$ cat config.mk
export PLATFORM = sky130hd
export DESIGN_NAME = irq_status_ctrl
export DESIGN_NICKNAME = d
export VERILOG_FILES = /design/src/rtl/irq_pkg.sv /design/src/rtl/irq_wr_decode.sv /design/src/rtl/irq_status_word.sv /design/src/rtl/irq_signal_out.sv /design/src/rtl/irq_status_ctrl.sv
export SDC_FILE = /design/constraint.sdc
export NUM_CORES = 1
export LEC_CHECK = 0
export BUFFER_PORTS_ARGS = -buffer_cell sky130_fd_sc_hd__buf_2
export CAP_MARGIN = 15
export CORE_ASPECT_RATIO = 1.75
export CORE_MARGIN = 5
export CORE_UTILIZATION = 51
export DETAILED_ROUTE_END_ITERATION = 10
export HOLD_SLACK_MARGIN = 0.02
export PLACE_DENSITY = 0.87
export SLEW_MARGIN = 0
export SYNTH_ARGS = -nofsm -noshare
export SYNTH_HDL_FRONTEND = slang
export SYNTH_HIERARCHICAL = 1
export SYNTH_SLANG_ARGS = --single-unit
$ cat constraint.sdc
create_clock -name clk_i -period 2.6 [get_ports clk_i]
set_clock_uncertainty 0.05 [all_clocks]
set_input_delay 0.39 -clock clk_i [delete_from_list [all_inputs] [get_ports clk_i]]
set_output_delay 0.39 -clock clk_i [all_outputs]
set_load 0.02 [all_outputs]
$ cat src/rtl/irq_pkg.sv
package irq_pkg;
  typedef enum logic [1:0] {
    WR_NONE  = 2'd0,
    WR_RAISE = 2'd1,
    WR_ACK   = 2'd2
  } wr_kind_e;
endpackage

$ cat src/rtl/irq_wr_decode.sv
module irq_wr_decode #(
  parameter int unsigned ADDR_W    = 8,
  parameter int unsigned OFF_RAISE = 'h60,
  parameter int unsigned OFF_ACK   = 'h64
) (
  input  logic              wr_en_i,
  input  logic [ADDR_W-1:0] wr_addr_i,
  output irq_pkg::wr_kind_e kind_o
);
  localparam logic [ADDR_W-1:0] RaiseAddr = ADDR_W'(OFF_RAISE);
  localparam logic [ADDR_W-1:0] AckAddr   = ADDR_W'(OFF_ACK);

  always_comb begin
    kind_o = irq_pkg::WR_NONE;
    if (wr_en_i) begin
      if (wr_addr_i == RaiseAddr)    kind_o = irq_pkg::WR_RAISE;
      else if (wr_addr_i == AckAddr) kind_o = irq_pkg::WR_ACK;
    end
  end

  always_comb begin
    if (!wr_en_i) assert (kind_o == irq_pkg::WR_NONE) else $error("p_idle_no_kind_r5");
  end
endmodule

$ cat src/rtl/irq_status_word.sv
module irq_status_word #(
  parameter int unsigned DATA_W = 32
) (
  input  logic              clk_i,
  input  logic              rst_ni,
  input  irq_pkg::wr_kind_e kind_i,
  input  logic [DATA_W-1:0] wr_data_i,
  input  logic [DATA_W-1:0] src_set_i,
  output logic [DATA_W-1:0] status_o,
  output logic              set_event_o
);
  logic [DATA_W-1:0] set_vec, clr_vec, status_q;
  logic              past_valid_q;

  assign set_vec = (kind_i == irq_pkg::WR_RAISE ? wr_data_i : '0) | src_set_i;
  assign clr_vec = (kind_i == irq_pkg::WR_ACK) ? wr_data_i : '0;

  // set applied after clear so that set wins
  always_ff @(posedge clk_i or negedge rst_ni) begin
    if (!rst_ni) status_q <= '0;
    else         status_q <= (status_q & ~clr_vec) | set_vec;
  end

  always_ff @(posedge clk_i or negedge rst_ni) begin
    if (!rst_ni) past_valid_q <= 1'b0;
    else         past_valid_q <= 1'b1;
  end

  assign status_o    = status_q;
  assign set_event_o = |set_vec;

  p_set_sticks_r7: assert property (@(posedge clk_i) disable iff (!rst_ni)
    past_valid_q |-> ((status_q & $past(set_vec)) == $past(set_vec)));
  p_rise_needs_set_r2: assert property (@(posedge clk_i) disable iff (!rst_ni)
    past_valid_q |-> ((status_q & ~$past(status_q) & ~$past(set_vec)) == '0));
  p_fall_needs_ack_r3: assert property (@(posedge clk_i) disable iff (!rst_ni)
    past_valid_q |-> ((~status_q & $past(status_q) & ~$past(clr_vec)) == '0));
endmodule

$ cat src/rtl/irq_signal_out.sv
module irq_signal_out #(
  parameter int unsigned DATA_W = 32
) (
  input  logic              clk_i,
  input  logic              rst_ni,
  input  logic              msg_mode_i,
  input  logic [DATA_W-1:0] status_i,
  input  logic              set_event_i,
  output logic              line_irq_o,
  output logic              msg_pulse_o
);
  logic pulse_q, past_valid_q;

  always_ff @(posedge clk_i or negedge rst_ni) begin
    if (!rst_ni) begin
      pulse_q      <= 1'b0;
      past_valid_q <= 1'b0;
    end else begin
      pulse_q      <= msg_mode_i & set_event_i;
      past_valid_q <= 1'b1;
    end
  end

  assign line_irq_o  = ~msg_mode_i & (|status_i);
  assign msg_pulse_o = pulse_q;

  p_pulse_after_set_r10: assert property (@(posedge clk_i) disable iff (!rst_ni)
    past_valid_q && msg_pulse_o |-> $past(set_event_i) && $past(msg_mode_i));
  p_pulse_has_cause_r10: assert property (@(posedge clk_i) disable iff (!rst_ni)
    msg_pulse_o |-> (status_i != '0) || $past(msg_mode_i));
endmodule

$ cat src/rtl/irq_status_ctrl.sv
module irq_status_ctrl #(
  parameter int unsigned ADDR_W     = 8,
  parameter int unsigned DATA_W     = 32,
  parameter int unsigned OFF_STATUS = 'h24,
  parameter int unsigned OFF_RAISE  = 'h60,
  parameter int unsigned OFF_ACK    = 'h64
) (
  input  logic              clk_i,
  input  logic              rst_ni,
  input  logic              wr_en_i,
  input  logic [ADDR_W-1:0] wr_addr_i,
  input  logic [DATA_W-1:0] wr_data_i,
  input  logic [ADDR_W-1:0] rd_addr_i,
  output logic [DATA_W-1:0] rd_data_o,
  input  logic [DATA_W-1:0] src_set_i,
  input  logic              msg_mode_i,
  output logic              line_irq_o,
  output logic              msg_pulse_o
);
  localparam logic [ADDR_W-1:0] StatusAddr = ADDR_W'(OFF_STATUS);

  irq_pkg::wr_kind_e kind;
  logic [DATA_W-1:0] status;
  logic              set_event;

  irq_wr_decode #(.ADDR_W(ADDR_W), .OFF_RAISE(OFF_RAISE), .OFF_ACK(OFF_ACK)) i_decode (
    .wr_en_i  (wr_en_i),
    .wr_addr_i(wr_addr_i),
    .kind_o   (kind)
  );

  irq_status_word #(.DATA_W(DATA_W)) i_status (
    .clk_i      (clk_i),
    .rst_ni     (rst_ni),
    .kind_i     (kind),
    .wr_data_i  (wr_data_i),
    .src_set_i  (src_set_i),
    .status_o   (status),
    .set_event_o(set_event)
  );

  irq_signal_out #(.DATA_W(DATA_W)) i_out (
    .clk_i      (clk_i),
    .rst_ni     (rst_ni),
    .msg_mode_i (msg_mode_i),
    .status_i   (status),
    .set_event_i(set_event),
    .line_irq_o (line_irq_o),
    .msg_pulse_o(msg_pulse_o)
  );

  assign rd_data_o = (rd_addr_i == StatusAddr) ? status : '0;

  p_msg_line_low_r9: assert property (@(posedge clk_i) disable iff (!rst_ni)
    msg_mode_i |-> !line_irq_o);
  p_reset_quiet_r1: assert property (@(posedge clk_i)
    !rst_ni |-> !line_irq_o && !msg_pulse_o);
endmodule

Word level (Yosys, flattened, before mapping)
Cells that the tools add are included.
{"block": "op_classes", "mux": 6, "eq_ne": 5, "n_bitwise": 7, "n_reduce_logical": 2}
{"cell": "$mux 32", "n": 3}
{"cell": "$or 32x32->32", "n": 2}
{"cell": "$reduce_or 32->1", "n": 2}
{"cell": "$and 32x32->32", "n": 1}
{"cell": "$not 32->32", "n": 1}
{"cell": "$eq 8x7->1 const B", "n": 2}
{"cell": "$eq 8x6->1 const B", "n": 1}
{"cell": "$mux 2", "n": 3}
{"cell": "$and 1x1->1", "n": 2}
{"cell": "$eq 2x1->1 const B", "n": 1}
{"cell": "$eq 2x2->1 const B", "n": 1}
{"cell": "$not 1->1", "n": 1}
{"block": "word_totals", "in_bits": 84, "regBits": 33}

Depth between registers and ports, before layout
{"block": "logic_depth", "ltp_word": 9, "ltp_mapped": 8, "depth_no_buf": 6}

Modules after synthesis
Netlist, hierarchy kept.
{"module": "irq_status_word", "n_inst": 1, "seq_area_each_um2": 800.8, "cells_per_inst": 227, "area_each_um2": 1839.3}
{"module": "irq_status_ctrl", "n_inst": 1, "seq_area_each_um2": 0.0, "cells_per_inst": 74, "area_each_um2": 509.2}
{"module": "irq_signal_out", "n_inst": 1, "seq_area_each_um2": 25.0, "cells_per_inst": 13, "area_each_um2": 103.8}
{"module": "irq_wr_decode", "n_inst": 1, "seq_area_each_um2": 0.0, "cells_per_inst": 5, "area_each_um2": 35.0}

Worst setup path after synthesis
Ideal clock, no wire load.
{"block": "synth_timing", "path_type": "input to output", "start": "in rd_addr_i[7]", "end": "out rd_data_o[24]", "required_time_ns": 2.160, "arrival_time_ns": 1.550, "slack_ns": 0.610, "n_path_buf": 1, "path_stages": 3, "path_cell_list": "or4b_1 -> buf_2 -> nor3_1"}
{"block": "synth_via", "elab_chain_len": 2}
{"element": "start, declared", "line": "irq_status_ctrl.sv:13", "text": "input logic [ADDR_W-1:0] rd_addr_i,"}
{"element": "$eq 8x6->1", "line": "irq_status_ctrl.sv:52", "text": "assign rd_data_o = (rd_addr_i == StatusAddr) ? status : '0;"}
{"element": "$mux 32", "line": "irq_status_ctrl.sv:52"}
{"element": "end, declared", "line": "irq_status_ctrl.sv:14", "text": "output logic [DATA_W-1:0] rd_data_o,"}
No other way between the ends.

Final worst setup path
{"block": "layout_timing", "start": "in rd_addr_i[7]", "end": "out rd_data_o[12]"}
The elaborated chain is that of the path after synthesis.

==> flow_summary.ini <==
[setup_path]
endpoint_kind = output pin
cp_top_family = simple AND/OR/NAND/NOR gates
r2r_end = i_status/status_o[23]
critPathKind = in2out
worstPathArrival_ns = 1.92
r2r_setup_slack_ns = 1.60
rr_startpoint = i_status/status_o[23]
cp_cell_sequence = buf_2 > or4b_2 > buf_4 > nor3_2 > buf_2
critical-path-max-stage-delay_ns = 0.66
start_kind = input port
r2r_cells = 3
cp.required_ns = 2.16
path_max_fanout = 32
cp_num_buf_inv = 3
path_common_cell = buf_2
crit_slowest_cell = or4b_2

[timing]
hold_viol = 0
min_period_over_period = 0.907
rsz0062_at_grt = no
timing.hold.ws_ns = 0.125
max_clock_freq_ghz = 0.424
setup_violations = 0
tightest_slew_ns = 0.754
max_slew_margin = 0.497
final.setup.tns_ns = 0
min_period_ns = 2.36
drv_slew = 0

[detailed_routing]
drtAntennaViolNets = 0
wire_per_inst_um = 15.6
routed_wl_mm = 7.51
drtIter0Drc = 122
route.vias.total = 2674
routed_via_density = 5.56
dr.pass1.iters = 4
drcViolationCount = 0

[logic_synthesis]
async_flop_share = 1.00
synth_nets = 403
synth-edff-count = 0
yosys.area.top_type_share = 0.332
syn_area_per_cell_um2 = 7.80
netlist_top_cells_count = 65 x a21oi_1, 65 x inv_1, 33 x dfrtp_1
synth.cell_area_mm2 = 0.00249
synth_seq_cells = 33
yosys.area.top_type = dfrtp_1
syn-instance-count = 319
synth_warnings = 6
ys_types = 22
ys_top_cells_by_area = dfrtp_1 33%, a21oi_1 13%, nor3_2 12%
ys.flop_type = dfrtp_1
synth.yosys.seq_area_share = 0.332

[cells_and_area]
seq_area_um2 = 826
finish.instance_area_mm2 = 0.00312
multi_input_area_mm2 = 0.00127
drive_gt1_frac = 0.378
syn_to_final_growth_pct = 25.5
layout.cells.non_filler = 481
num_antenna_cells = 0
layout.nets = 512
fillers = 422

[placement]
dp_hpwl_mm = 5.88
port_buffers = 117
dp.cells = 473
place_area_mm2 = 0.00304
gp_congestion = 0.797

[global_route]
grt_pass1_wl_mm = 11.8
grt_use_total = 0.230
grt_max_degree = 66
antenna_found_initial = 0
grt_remaining_overflow = 0
grt_pass1_vias = 2718

[power]
powerDensity_mw_per_mm2 = 333
ir_worst_vdd_uv = 292
p_leak_nw = 1.62

[die]
rows = 33
die_y_um = 102
die-area_mm2 = 0.00643
io_pins = 118
die_w_um = 62.8
core_mm2 = 0.00471
start_util = 0.528

[min_path]
worstHoldPathType = in2async

[flow_run]
timing.max_cap.violations = 0

[outcome]
status = complete, no violations

[cts]
clock_sinks = 33
clk_pin_slew_ns = 0.07
cts_tree = done
cts_resized = 0
h-tree-depth = 2
worstSkewPairLatency_ns = 0.28
postCtsSetupBuffers = 0
cts_buffer_depth = 2
cts_root_buf = clkbuf_8
postCtsHoldBufs = 0
cts_made_buffers = 5
power breakdown:
part           leakage (nW)  total (W)  internal [W]  switching [W]
registers             0.292   0.000516      0.000515    0.000000973
clock network        0.0450   0.000373      0.000186       0.000188
logic                  1.29   0.000150     0.0000648      0.0000857
layout make-up:
type                    count  area share
inverters                  65      0.0782
repair buffers            121       0.201
flip-flops and latches     33       0.265
clock inverters             2     0.00321
well taps                  52      0.0209
clock buffers               6      0.0233
multi-input cells         202       0.409
logic make-up (layout without fill, tap and decap cells):
group,count (synthesis),in the layout,share of synthesized area
buffers and inverters,84,194,0.159
AO/OA/AOI/OAI,98,98,0.197
AND/OR/NAND/NOR,104,104,0.311
flip-flops,33,33,0.332
routing by layer:
| layer | routed length, um | share of wire | track usage |
|---|---|---|---|
| met1 | 2550 | 0.34 | 0.233 |
| met2 | 4180 | 0.56 | 0.423 |
| met3 | 455 | 0.061 | 0.0506 |
| met4 | 325 | 0.043 | 0.141 |
| met5 | 0 | 0 | 0 |
how the worst max path moves through the flow:
stage,startpoint,endpoint,cells after the start
after floorplan,rd_addr_i[7],rd_data_o[24],3
after global placement,rd_addr_i[7],rd_data_o[10],5
after detailed placement,rd_addr_i[7],rd_data_o[5],5
after CTS,rd_addr_i[7],rd_data_o[5],5
after global routing,rd_addr_i[7],rd_data_o[31],5
final,rd_addr_i[7],rd_data_o[12],5
registers in the layout (all words and copies together) (netlist names):
register	flops
i_out/msg_pulse_o	1
i_status/status_o	32
worst register-to-register path, stage by stage, from the launching register on:
cell and delay, ns:
dfrtp_1 0.42, a21oi_1 0.15, a21oi_1 0.05, or2_1 0.22
stage by stage:
stage / util / total power (W) / setup slack, ns
6_report: 0.663 / 0.00104 / 0.242
5_1_grt: 0.663 / 0.00108 / 0.209
4_1_cts: 0.663 / 0.00105 / 0.244
3_5_place_dp: 0.645 / 0.000676 / 0.244
3_3_place_gp: 0.645 / 0.000670 / 0.297
2_1_floorplan: - / 0.000575 / 0.610
layout by cell type (no fill, tap or decap):
master,instances
nor2_1,1
clkinv_2,2
or4b_1,1
nor4_1,24
clkbuf_1,1
nor3_1,2
inv_1,65
dfrtp_1,33
nor2b_1,1
o21ai_1,20
nand4bb_1,1
or2_1,32
nand4_1,4
buf_12,1
and2_1,1
and4_1,2
o21ai_0,13
nand2_1,1
buf_4,3
buf_2,117
nor3_2,32
a21oi_1,65
or4b_2,2
clkbuf_8,5
Power figures use the tool's default switching activity.
